## src/rtl/hdx_arb_pkg.sv

```systemverilog
package hdx_arb_pkg;

   typedef enum logic [1:0] {
      LS_NEUTRAL = 2'd0,
      LS_ARMED   = 2'd1,
      LS_FORWARD = 2'd2,
      LS_RELEASE = 2'd3
   } link_st_e;

   typedef enum logic {
      DIR_HOST_IN = 1'b0,
      DIR_CARD_IN = 1'b1
   } dir_e;

   localparam int unsigned HOST_IDX  = 0;
   localparam int unsigned CARD_IDX  = 1;
   localparam int unsigned NUM_LINES = 2;

endpackage

```

## src/rtl/hdx_edge_det.sv

```systemverilog
module hdx_edge_det #(
   parameter int unsigned LINES = 2
) (
   input  logic             clk_i,
   input  logic             rst_ni,
   input  logic [LINES-1:0] lvl_i,
   output logic [LINES-1:0] fall_o,
   output logic [LINES-1:0] rise_o
);

   for (genvar g = 0; g < LINES; g++) begin : g_line
      logic prev_q;

      always_ff @(posedge clk_i or negedge rst_ni) begin
         if (!rst_ni) prev_q <= 1'b1;
         else         prev_q <= lvl_i[g];
      end

      assign fall_o[g] = prev_q & ~lvl_i[g];
      assign rise_o[g] = ~prev_q & lvl_i[g];
   end

endmodule

```

## src/rtl/hdx_dir_fsm.sv

```systemverilog
module hdx_dir_fsm
   import hdx_arb_pkg::*;
#(
   parameter int unsigned FALL_DLY = 4,
   parameter int unsigned RISE_DLY = 1
) (
   input  logic                 clk_i,
   input  logic                 rst_ni,
   input  logic                 active_i,
   input  logic [NUM_LINES-1:0] fall_i,
   input  logic [NUM_LINES-1:0] rise_i,
   output logic                 fwd_to_card_o,
   output logic                 fwd_to_host_o
);

   localparam int unsigned CW = $clog2(FALL_DLY + 1);

   link_st_e        st_q;
   dir_e            dir_q;
   logic [CW-1:0]   cnt_q;
   logic            in_fall, in_rise, driving;

   assign in_fall = (dir_q == DIR_HOST_IN) ? fall_i[HOST_IDX] : fall_i[CARD_IDX];
   assign in_rise = (dir_q == DIR_HOST_IN) ? rise_i[HOST_IDX] : rise_i[CARD_IDX];

   always_ff @(posedge clk_i or negedge rst_ni) begin
      if (!rst_ni) begin
         st_q  <= LS_NEUTRAL;
         dir_q <= DIR_HOST_IN;
         cnt_q <= '0;
      end else if (!active_i) begin
         st_q  <= LS_NEUTRAL;
         cnt_q <= '0;
      end else begin
         unique case (st_q)
            LS_NEUTRAL: begin
               // host side checked first: it wins a same-cycle tie
               if (fall_i[HOST_IDX]) begin
                  dir_q <= DIR_HOST_IN;
                  st_q  <= LS_ARMED;
                  cnt_q <= CW'(FALL_DLY - 1);
               end else if (fall_i[CARD_IDX]) begin
                  dir_q <= DIR_CARD_IN;
                  st_q  <= LS_ARMED;
                  cnt_q <= CW'(FALL_DLY - 1);
               end
            end
            LS_ARMED: begin
               if (in_rise)           st_q  <= LS_NEUTRAL;
               else if (cnt_q == '0)  st_q  <= LS_FORWARD;
               else                   cnt_q <= cnt_q - 1'b1;
            end
            LS_FORWARD: begin
               if (in_rise) begin
                  st_q  <= LS_RELEASE;
                  cnt_q <= CW'(RISE_DLY - 1);
               end
            end
            LS_RELEASE: begin
               if (in_fall)           st_q  <= LS_FORWARD;
               else if (cnt_q == '0)  st_q  <= LS_NEUTRAL;
               else                   cnt_q <= cnt_q - 1'b1;
            end
            default: st_q <= LS_NEUTRAL;
         endcase
      end
   end

   assign driving       = (st_q == LS_FORWARD) || (st_q == LS_RELEASE);
   assign fwd_to_card_o = driving && (dir_q == DIR_HOST_IN);
   assign fwd_to_host_o = driving && (dir_q == DIR_CARD_IN);

endmodule

```

## src/rtl/hdx_lock_mon.sv

```systemverilog
module hdx_lock_mon #(
   parameter int unsigned LOCK_CYCLES = 4096
) (
   input  logic clk_i,
   input  logic rst_ni,
   input  logic sess_i,
   input  logic host_lvl_i,
   output logic stuck_o
);

   localparam int unsigned CW = $clog2(LOCK_CYCLES + 1);

   logic [CW-1:0] cnt_q;
   logic          stuck_q;

   always_ff @(posedge clk_i or negedge rst_ni) begin
      if (!rst_ni) begin
         cnt_q   <= '0;
         stuck_q <= 1'b0;
      end else if (!sess_i) begin
         cnt_q   <= '0;
         stuck_q <= 1'b0;
      end else if (host_lvl_i) begin
         cnt_q   <= '0;
      end else if (cnt_q == CW'(LOCK_CYCLES - 1)) begin
         stuck_q <= 1'b1;
      end else begin
         cnt_q   <= cnt_q + 1'b1;
      end
   end

   assign stuck_o = stuck_q;

endmodule

```

## src/rtl/hdx_line_arbiter.sv

```systemverilog
module hdx_line_arbiter
   import hdx_arb_pkg::*;
#(
   parameter int unsigned FALL_DLY    = 4,
   parameter int unsigned RISE_DLY    = 1,
   parameter int unsigned LOCK_CYCLES = 4096
) (
   input  logic clk_i,
   input  logic rst_ni,
   input  logic host_lvl_i,
   input  logic card_lvl_i,
   input  logic rx_en_i,
   input  logic sess_i,
   output logic host_pull_o,
   output logic card_pull_o,
   output logic stuck_o
);

   if (RISE_DLY < 1 || FALL_DLY < RISE_DLY) begin : g_bad_dly
      $error("hdx_line_arbiter: need 1 <= RISE_DLY <= FALL_DLY");
   end
   if (LOCK_CYCLES < 2) begin : g_bad_lock
      $error("hdx_line_arbiter: LOCK_CYCLES must be at least 2");
   end

   logic [NUM_LINES-1:0] lvl, fall, rise;
   logic                 rx_on_q, active, to_card, to_host;

   assign lvl[HOST_IDX] = host_lvl_i;
   assign lvl[CARD_IDX] = card_lvl_i;
   assign active        = rx_en_i & sess_i;

   always_ff @(posedge clk_i or negedge rst_ni) begin
      if (!rst_ni) rx_on_q <= 1'b0;
      else         rx_on_q <= rx_en_i;
   end

   hdx_edge_det #(.LINES(NUM_LINES)) edge_i (
      .clk_i  (clk_i),
      .rst_ni (rst_ni),
      .lvl_i  (lvl),
      .fall_o (fall),
      .rise_o (rise)
   );

   hdx_dir_fsm #(.FALL_DLY(FALL_DLY), .RISE_DLY(RISE_DLY)) fsm_i (
      .clk_i         (clk_i),
      .rst_ni        (rst_ni),
      .active_i      (active),
      .fall_i        (fall),
      .rise_i        (rise),
      .fwd_to_card_o (to_card),
      .fwd_to_host_o (to_host)
   );

   hdx_lock_mon #(.LOCK_CYCLES(LOCK_CYCLES)) lock_i (
      .clk_i      (clk_i),
      .rst_ni     (rst_ni),
      .sess_i     (sess_i),
      .host_lvl_i (host_lvl_i),
      .stuck_o    (stuck_o)
   );

   assign card_pull_o = ~rx_on_q | to_card;
   assign host_pull_o = to_host;

endmodule

```

## config.mk

```make
export PLATFORM = sky130hd
export DESIGN_NAME = hdx_line_arbiter
export DESIGN_NICKNAME = d
export VERILOG_FILES = /design/src/rtl/hdx_arb_pkg.sv /design/src/rtl/hdx_edge_det.sv /design/src/rtl/hdx_dir_fsm.sv /design/src/rtl/hdx_lock_mon.sv /design/src/rtl/hdx_line_arbiter.sv
export SDC_FILE = /design/constraint.sdc
export NUM_CORES = 1
export LEC_CHECK = 0
export ABC_AREA = 1
export BUFFER_PORTS_ARGS = -buffer_cell sky130_fd_sc_hd__buf_4
export CAP_MARGIN = 5
export CELL_PAD_IN_SITES_DETAIL_PLACEMENT = 1
export CELL_PAD_IN_SITES_GLOBAL_PLACEMENT = 1
export CORE_MARGIN = 3
export CORE_UTILIZATION = 39
export CTS_CLUSTER_DIAMETER = 120
export DETAILED_ROUTE_END_ITERATION = 8
export PLACE_DENSITY = 0.81
export SETUP_SLACK_MARGIN = 0.05
export SLEW_MARGIN = 5
export SYNTH_ARGS = -nofsm -noshare
export SYNTH_HDL_FRONTEND = slang
export SYNTH_SLANG_ARGS = --single-unit
```

## constraint.sdc

```tcl
create_clock -name clk_i -period 1.3 [get_ports clk_i]
set_input_delay 0.13 -clock clk_i [delete_from_list [all_inputs] [get_ports clk_i]]
set_output_delay 0.13 -clock clk_i [all_outputs]
set_load 0.02 [all_outputs]
```

; ---- Yosys cells after proc, flatten, opt, wreduce, memory -nomap -nowiden
; Cells that the tools add are included.
[op_classes]
n_addsub = 2
n_mul = 0
div = 0
magnitude_cmp = 0
n_eq_ne = 13
shift = 0
n_mux = 27
bitwise = 12
n_reduce_logical = 10
[ops]
columns = cell, count
row1 = $mux W13, 3
row2 = $mux W3, 7
row3 = $mux W2, 8
row4 = $add A13 B1 Y13 const B, 1
row5 = $eq A13 B12 Y1 const B, 1
row6 = $ne A3 B3 Y1 const B, 4
row7 = $ne A4 B4 Y1 const B, 3
row8 = $pmux W3 S4, 1
row9 = $pmux W2 S4, 1
row10 = $reduce_and A4 Y1, 2
row11 = $mux W1, 7
row12 = $not A1 Y1, 6
row13 = $and A1 B1 Y1, 5
row14 = $eq A2 B2 Y1 const B, 2
row15 = $logic_not A3 Y1, 1
row16 = $reduce_and A3 Y1, 1
row17 = $sub A3 B1 Y3 const B, 1
row18 = $eq A2 B1 Y1 const B, 1
row19 = $logic_and A1 B1 Y1, 2
row20 = $logic_not A2 Y1, 1
row21 = $ne A2 B1 Y1 const B, 1
row22 = $ne A2 B2 Y1 const B, 1
row23 = $reduce_and A2 Y1, 1
row24 = $reduce_bool A2 Y1, 1
row25 = other kinds (2), 2
[word_totals]
reg_bits = 23
latchBits = 0
ram_bits = 0
mem_bits_ro = 0
word_cells = 72
memories = 0

; ---- Depth between registers and ports, before layout
[logic_depth]
ltp_word = 6
depth_mapped = 10

; ---- Hierarchy
; Synthesis repeated with hierarchy kept, for this count alone.
[unflattened]
hier_cells = 202
area_unflattened_um2 = 1508.9
[modules_own_cells]
columns = mod, n_inst, cells_each, area_per_inst_um2, seq_area_each_um2
row1 = hdx_lock_mon, 1, 109, 865.8, 350.3
row2 = hdx_dir_fsm, 1, 78, 520.5, 150.1
row3 = hdx_edge_det, 1, 10, 82.6, 52.6
row4 = hdx_line_arbiter, 1, 5, 40.0, 25.0

; ---- Least setup slack after synthesis
; OpenSTA, ideal clock, no wires.
[synth_timing]
path_type = reg2reg
start = register lock_i.cnt_q[0]
end = register lock_i.cnt_q[0]
arrival_ps = 1268
path_slack_ps = -87
stages_incl_launch_ff = 7
cell_sequence = dfrtp_1 > ha_1 > nand3_2 > nor3_4 > nand4_4 > nand2_1 > o21ai_2
[synth_between]
elab_chain_len = 4
word_cells_on_any_way = 6
cone_classes = add/sub: 1 / eq/ne: 2 / mux: 3
[synth_lines]
columns = element, line_no
row1 = "start, declared", hdx_lock_mon.sv:13  ; logic [CW-1:0] cnt_q;
row2 = "start signal, assigned", hdx_lock_mon.sv:28  ; cnt_q <= cnt_q + 1'b1;
row3 = $add A13 B1 Y13, hdx_lock_mon.sv:28
row4 = $mux W13, hdx_lock_mon.sv:25  ; end else if (cnt_q == CW'(LOCK_CYCLES - 1)) begin
row5 = $mux W13, hdx_lock_mon.sv:23  ; end else if (host_lvl_i) begin
row6 = $mux W13, hdx_lock_mon.sv:20  ; end else if (!sess_i) begin
; Several ways; a longest one is shown, not always the timed one. The select of a mux whose other input is x is not followed.
; A chain may end at the register's enable or synchronous reset.

; ---- Final worst setup path
[layout_timing]
start = register lock_i.cnt_q[0]
end = register lock_i.cnt_q[9]
; Same word-level chain as after synthesis.

==> results.py <==
metrics = {
    "status": {
        "outcome": "complete, but fails checks",
        "violated_checks": "setup timing",
    },
    "route": {
        "firstDrtPassIters": 4,
        "drt.antenna.violating_nets": 0,
        "drt_iter0_drc": 70,
        "drc": 0,
        "vias_per_cell": 5.58,
        "routed_wirelength_mm": 5.62,
        "wl_per_cell_um": 19.3,
        "vias": 1623,
    },
    "timing": {
        "post-route-worst-setup-slack_ps": -183,
        "max_slew_margin": 0.797,
        "timing_max_transition_violations_final": 0,
        "fin_crit_sh": 1.14,
        "timing_worst_slew_pin_value_ps": 302,
        "final_period_minus_worst_setup_slack_ps": 1480,
        "minimum_hold_slack_ps": 119,
        "hold_violations": 0,
        "setup_tns_ps": -1440,
        "count_of_final_setup_violators": 19,
        "fin_skew_ps": 7.91,
        "setup_repair_after_global_routing_missed_its_margin": "true",
        "max_clock_freq_mhz": 674,
    },
    "die": {
        "fp.dieArea_mm2": 0.00441,
        "floorplan.initialDensity": 0.417,
        "core_area_mm2": 0.00342,
        "dieWidth_um": 66.4,
        "design.portCount": 9,
        "core_rows": 21,
        "die_height_um": 66.4,
    },
    "finish": {
        "multi_input_area_um2": 858,
        "layout-area-overhead-vs-synth_pct": 41.2,
        "post_route_cells_drive_above_1_share": 0.376,
        "layout.nets": 255,
        "antenna_cells_inserted": 0,
        "seqCellArea_um2": 579,
        "fill_cells": 429,
    },
    "synthesis": {
        "synth-seq-cells": 23,
        "yosys_top_cell_area_share": 0.369,
        "netlist_area_mm2": 0.00142,
        "syn_inst": 196,
        "synthDominantAreaCellType": "sky130_fd_sc_hd__dfrtp_1",
        "seq_area_frac_synth": 0.406,
        "netlist_top_cells_area": "sky130_fd_sc_hd__dfrtp_1 37%, sky130_fd_sc_hd__nand2_1 15%, sky130_fd_sc_hd__inv_1 7.4%, sky130_fd_sc_hd__nand3_1 7.4%, sky130_fd_sc_hd__dfstp_2 3.7%",
        "yosys_warnings": 0,
        "synthesis.nets": 205,
        "yosysUniqueCellTypes": 25,
        "postSynthAreaPerCell_um2": 7.26,
    },
    "placed_design": {
        "place_ws_ps": -121,
        "place.gp.congestion": 0.854,
        "dp_hpwl_mm": 2.97,
        "buffer_ports.inserted": 8,
    },
    "grt": {
        "grt_max_degree": 24,
        "antenna_violations_before_repair": 0,
        "first_global_vias": 1656,
        "grt_pass1_wl_mm": 8.00,
        "globalRoute.totalOverflow": 0,
        "grt_util_overall": 0.245,
    },
    "clocking": {
        "cts-root-to-sink-buffers": 2,
        "clk_transition_reported_paths_ps": 140,
        "cts_sink_cnt": 23,
        "cts_made_buffers": 3,
        "tritoncts": "yes",
        "cts-root-buf": "sky130_fd_sc_hd__clkbuf_4",
        "number_of_h_tree_levels": 1,
        "clock_insertion_delay_worst_skew_ps": 340,
    },
    "worst_setup_path": {
        "crit_chain": "buf_4 -> nand3_1 -> nor2_2 -> buf_6 -> nand2_1 -> nand2_1 -> nand3_1 -> o21ai_1",
        "timing_worst_setup_path_type": "register to register",
        "worst_path_largest_cell_delay_ps": 440,
        "cp.required_ps": 1560,
        "critPathMaxFanout": 8,
        "critical_path.endpoint_type": "register",
        "arrival_ps": 1740,
        "critical-path-slowest-cell": "sky130_fd_sc_hd__dfrtp_1",
        "timing.critical_path.from_type": "register",
    },
    "power": {
        "cellPowerDensity_mw_per_mm2": 761,
        "total_power_mw": 1.53,
        "peakVddDrop_v": 0.000441,
        "cellLeakagePower_nw": 1.03,
    },
    "min_path": {
        "hold_path.class": "primary input to register",
    },
    "run": {
        "maxCapViolCount": 0,
    },
}
[cell usage in the layout (no fill, tap or decap), drive strengths merged]
cell         count
ha               3
nand2           62
dfrtp           21
nor4             1
or2              3
nand4            9
nand3           23
nor3             4
nor2            16
a21oi            5
dlygate4sd3      4
nand3b           1
o21ai           13
buf             40
clkbuf           4
inv             32
a31oi            2
dfstp            2
[sequential cells by signal, indices dropped and copies added, names as in the netlist]
name	count
lock_i.cnt_q	13
edge_i.g_line.prev_q	2
fsm_i.st_q	2
fsm_i.cnt_q	3
fsm_i.dir_q	1
lock_i.stuck_o	1
rx_on_q	1
[cells in the mapped netlist, drive strengths merged]
master,number
nand2,62
inv,32
nand3,23
dfrtp,21
nor2,16
o21ai,13
nand4,8
a21oi,5
nor3,4
ha,3
or2,3
a31oi,2
dfstp,2
nand3b,1
nor4,1
[power by group]
part	total [mW]	switching (mW)	internal, mW
registers	0.781	0.0327	0.748
clock network	0.372	0.251	0.121
logic	0.377	0.228	0.150
[timing repair]
action / CTS / global route
setup buffers: 10 / 3
hold buffers: 4 / 0
pin swaps: 7 / 6
cloned: 1 / 0
gates resized for setup: 25 / 16
hold endpoints to repair: 26 / 0
setup endpoints to repair: 19 / 21
[worst max-delay path, delay by kind of cell, from the launching register on]
family / cells / cell delay (ps)
AO/OA/AOI/OAI: 1 / 200
buffers and inverters: 2 / 310
flip-flops: 1 / 440
AND/OR/NAND/NOR: 5 / 470
[final timing paths]
check | start | to | slack (ps) | cells after the start
setup / recovery | lock_i.cnt_q[0]$_DFFE_PN0P_ | lock_i.cnt_q[9]$_DFFE_PN0P_ | -180 | 8
hold / removal | sess_i | lock_i.cnt_q[11]$_DFFE_PN0P_ | 120 | 3
setup reg to reg | lock_i.cnt_q[0]$_DFFE_PN0P_ | lock_i.cnt_q[9]$_DFFE_PN0P_ | -180 | 8
hold reg to reg | fsm_i.cnt_q[1]$_DFFE_PN0P_ | fsm_i.cnt_q[1]$_DFFE_PN0P_ | 510 | 2
max in group asynchronous | rst_ni | edge_i.g_line[0].prev_q$_DFF_PN1_ | 810 | 2
min in group asynchronous | rst_ni | fsm_i.cnt_q[1]$_DFFE_PN0P_ | 200 | 2
[cell families after synthesis]
group | count (synthesis) | share of synthesized area
adder cells (fa/ha/maj) | 3 | 0.0264
buffers and inverters | 32 | 0.0844
flip-flops | 23 | 0.406
AND/OR/NAND/NOR | 118 | 0.409
AO/OA/AOI/OAI | 20 | 0.0747
[per-layer routing]
layer | up-vias | wire, µm | track usage
met5 | - | 0 | 0
met4 | 0 | 129 | 0.0888
met2 | 70 | 2780 | 0.419
met1 | 808 | 2380 | 0.305
li1 | 731 | - | -
met3 | 14 | 320 | 0.0425
[stage by stage]
stage,cells,cell area [µm²],utilization
after global routing,291,2010,0.589
final,291,2010,0.589
after floorplan,196,1440,-
after global placement,269,1700,0.499
after CTS,288,1940,0.567
after detailed placement,269,1700,0.499
[area by class of cell]
class                           count  share of cell area
Multi-Input combinational cell    142               0.427
Sequential cell                    23               0.288
Timing Repair Buffer               44               0.182
Inverter                           32              0.0610
Tap cell                           46              0.0286
Clock buffer                        4              0.0131
(Power assumes the default switching activity.)
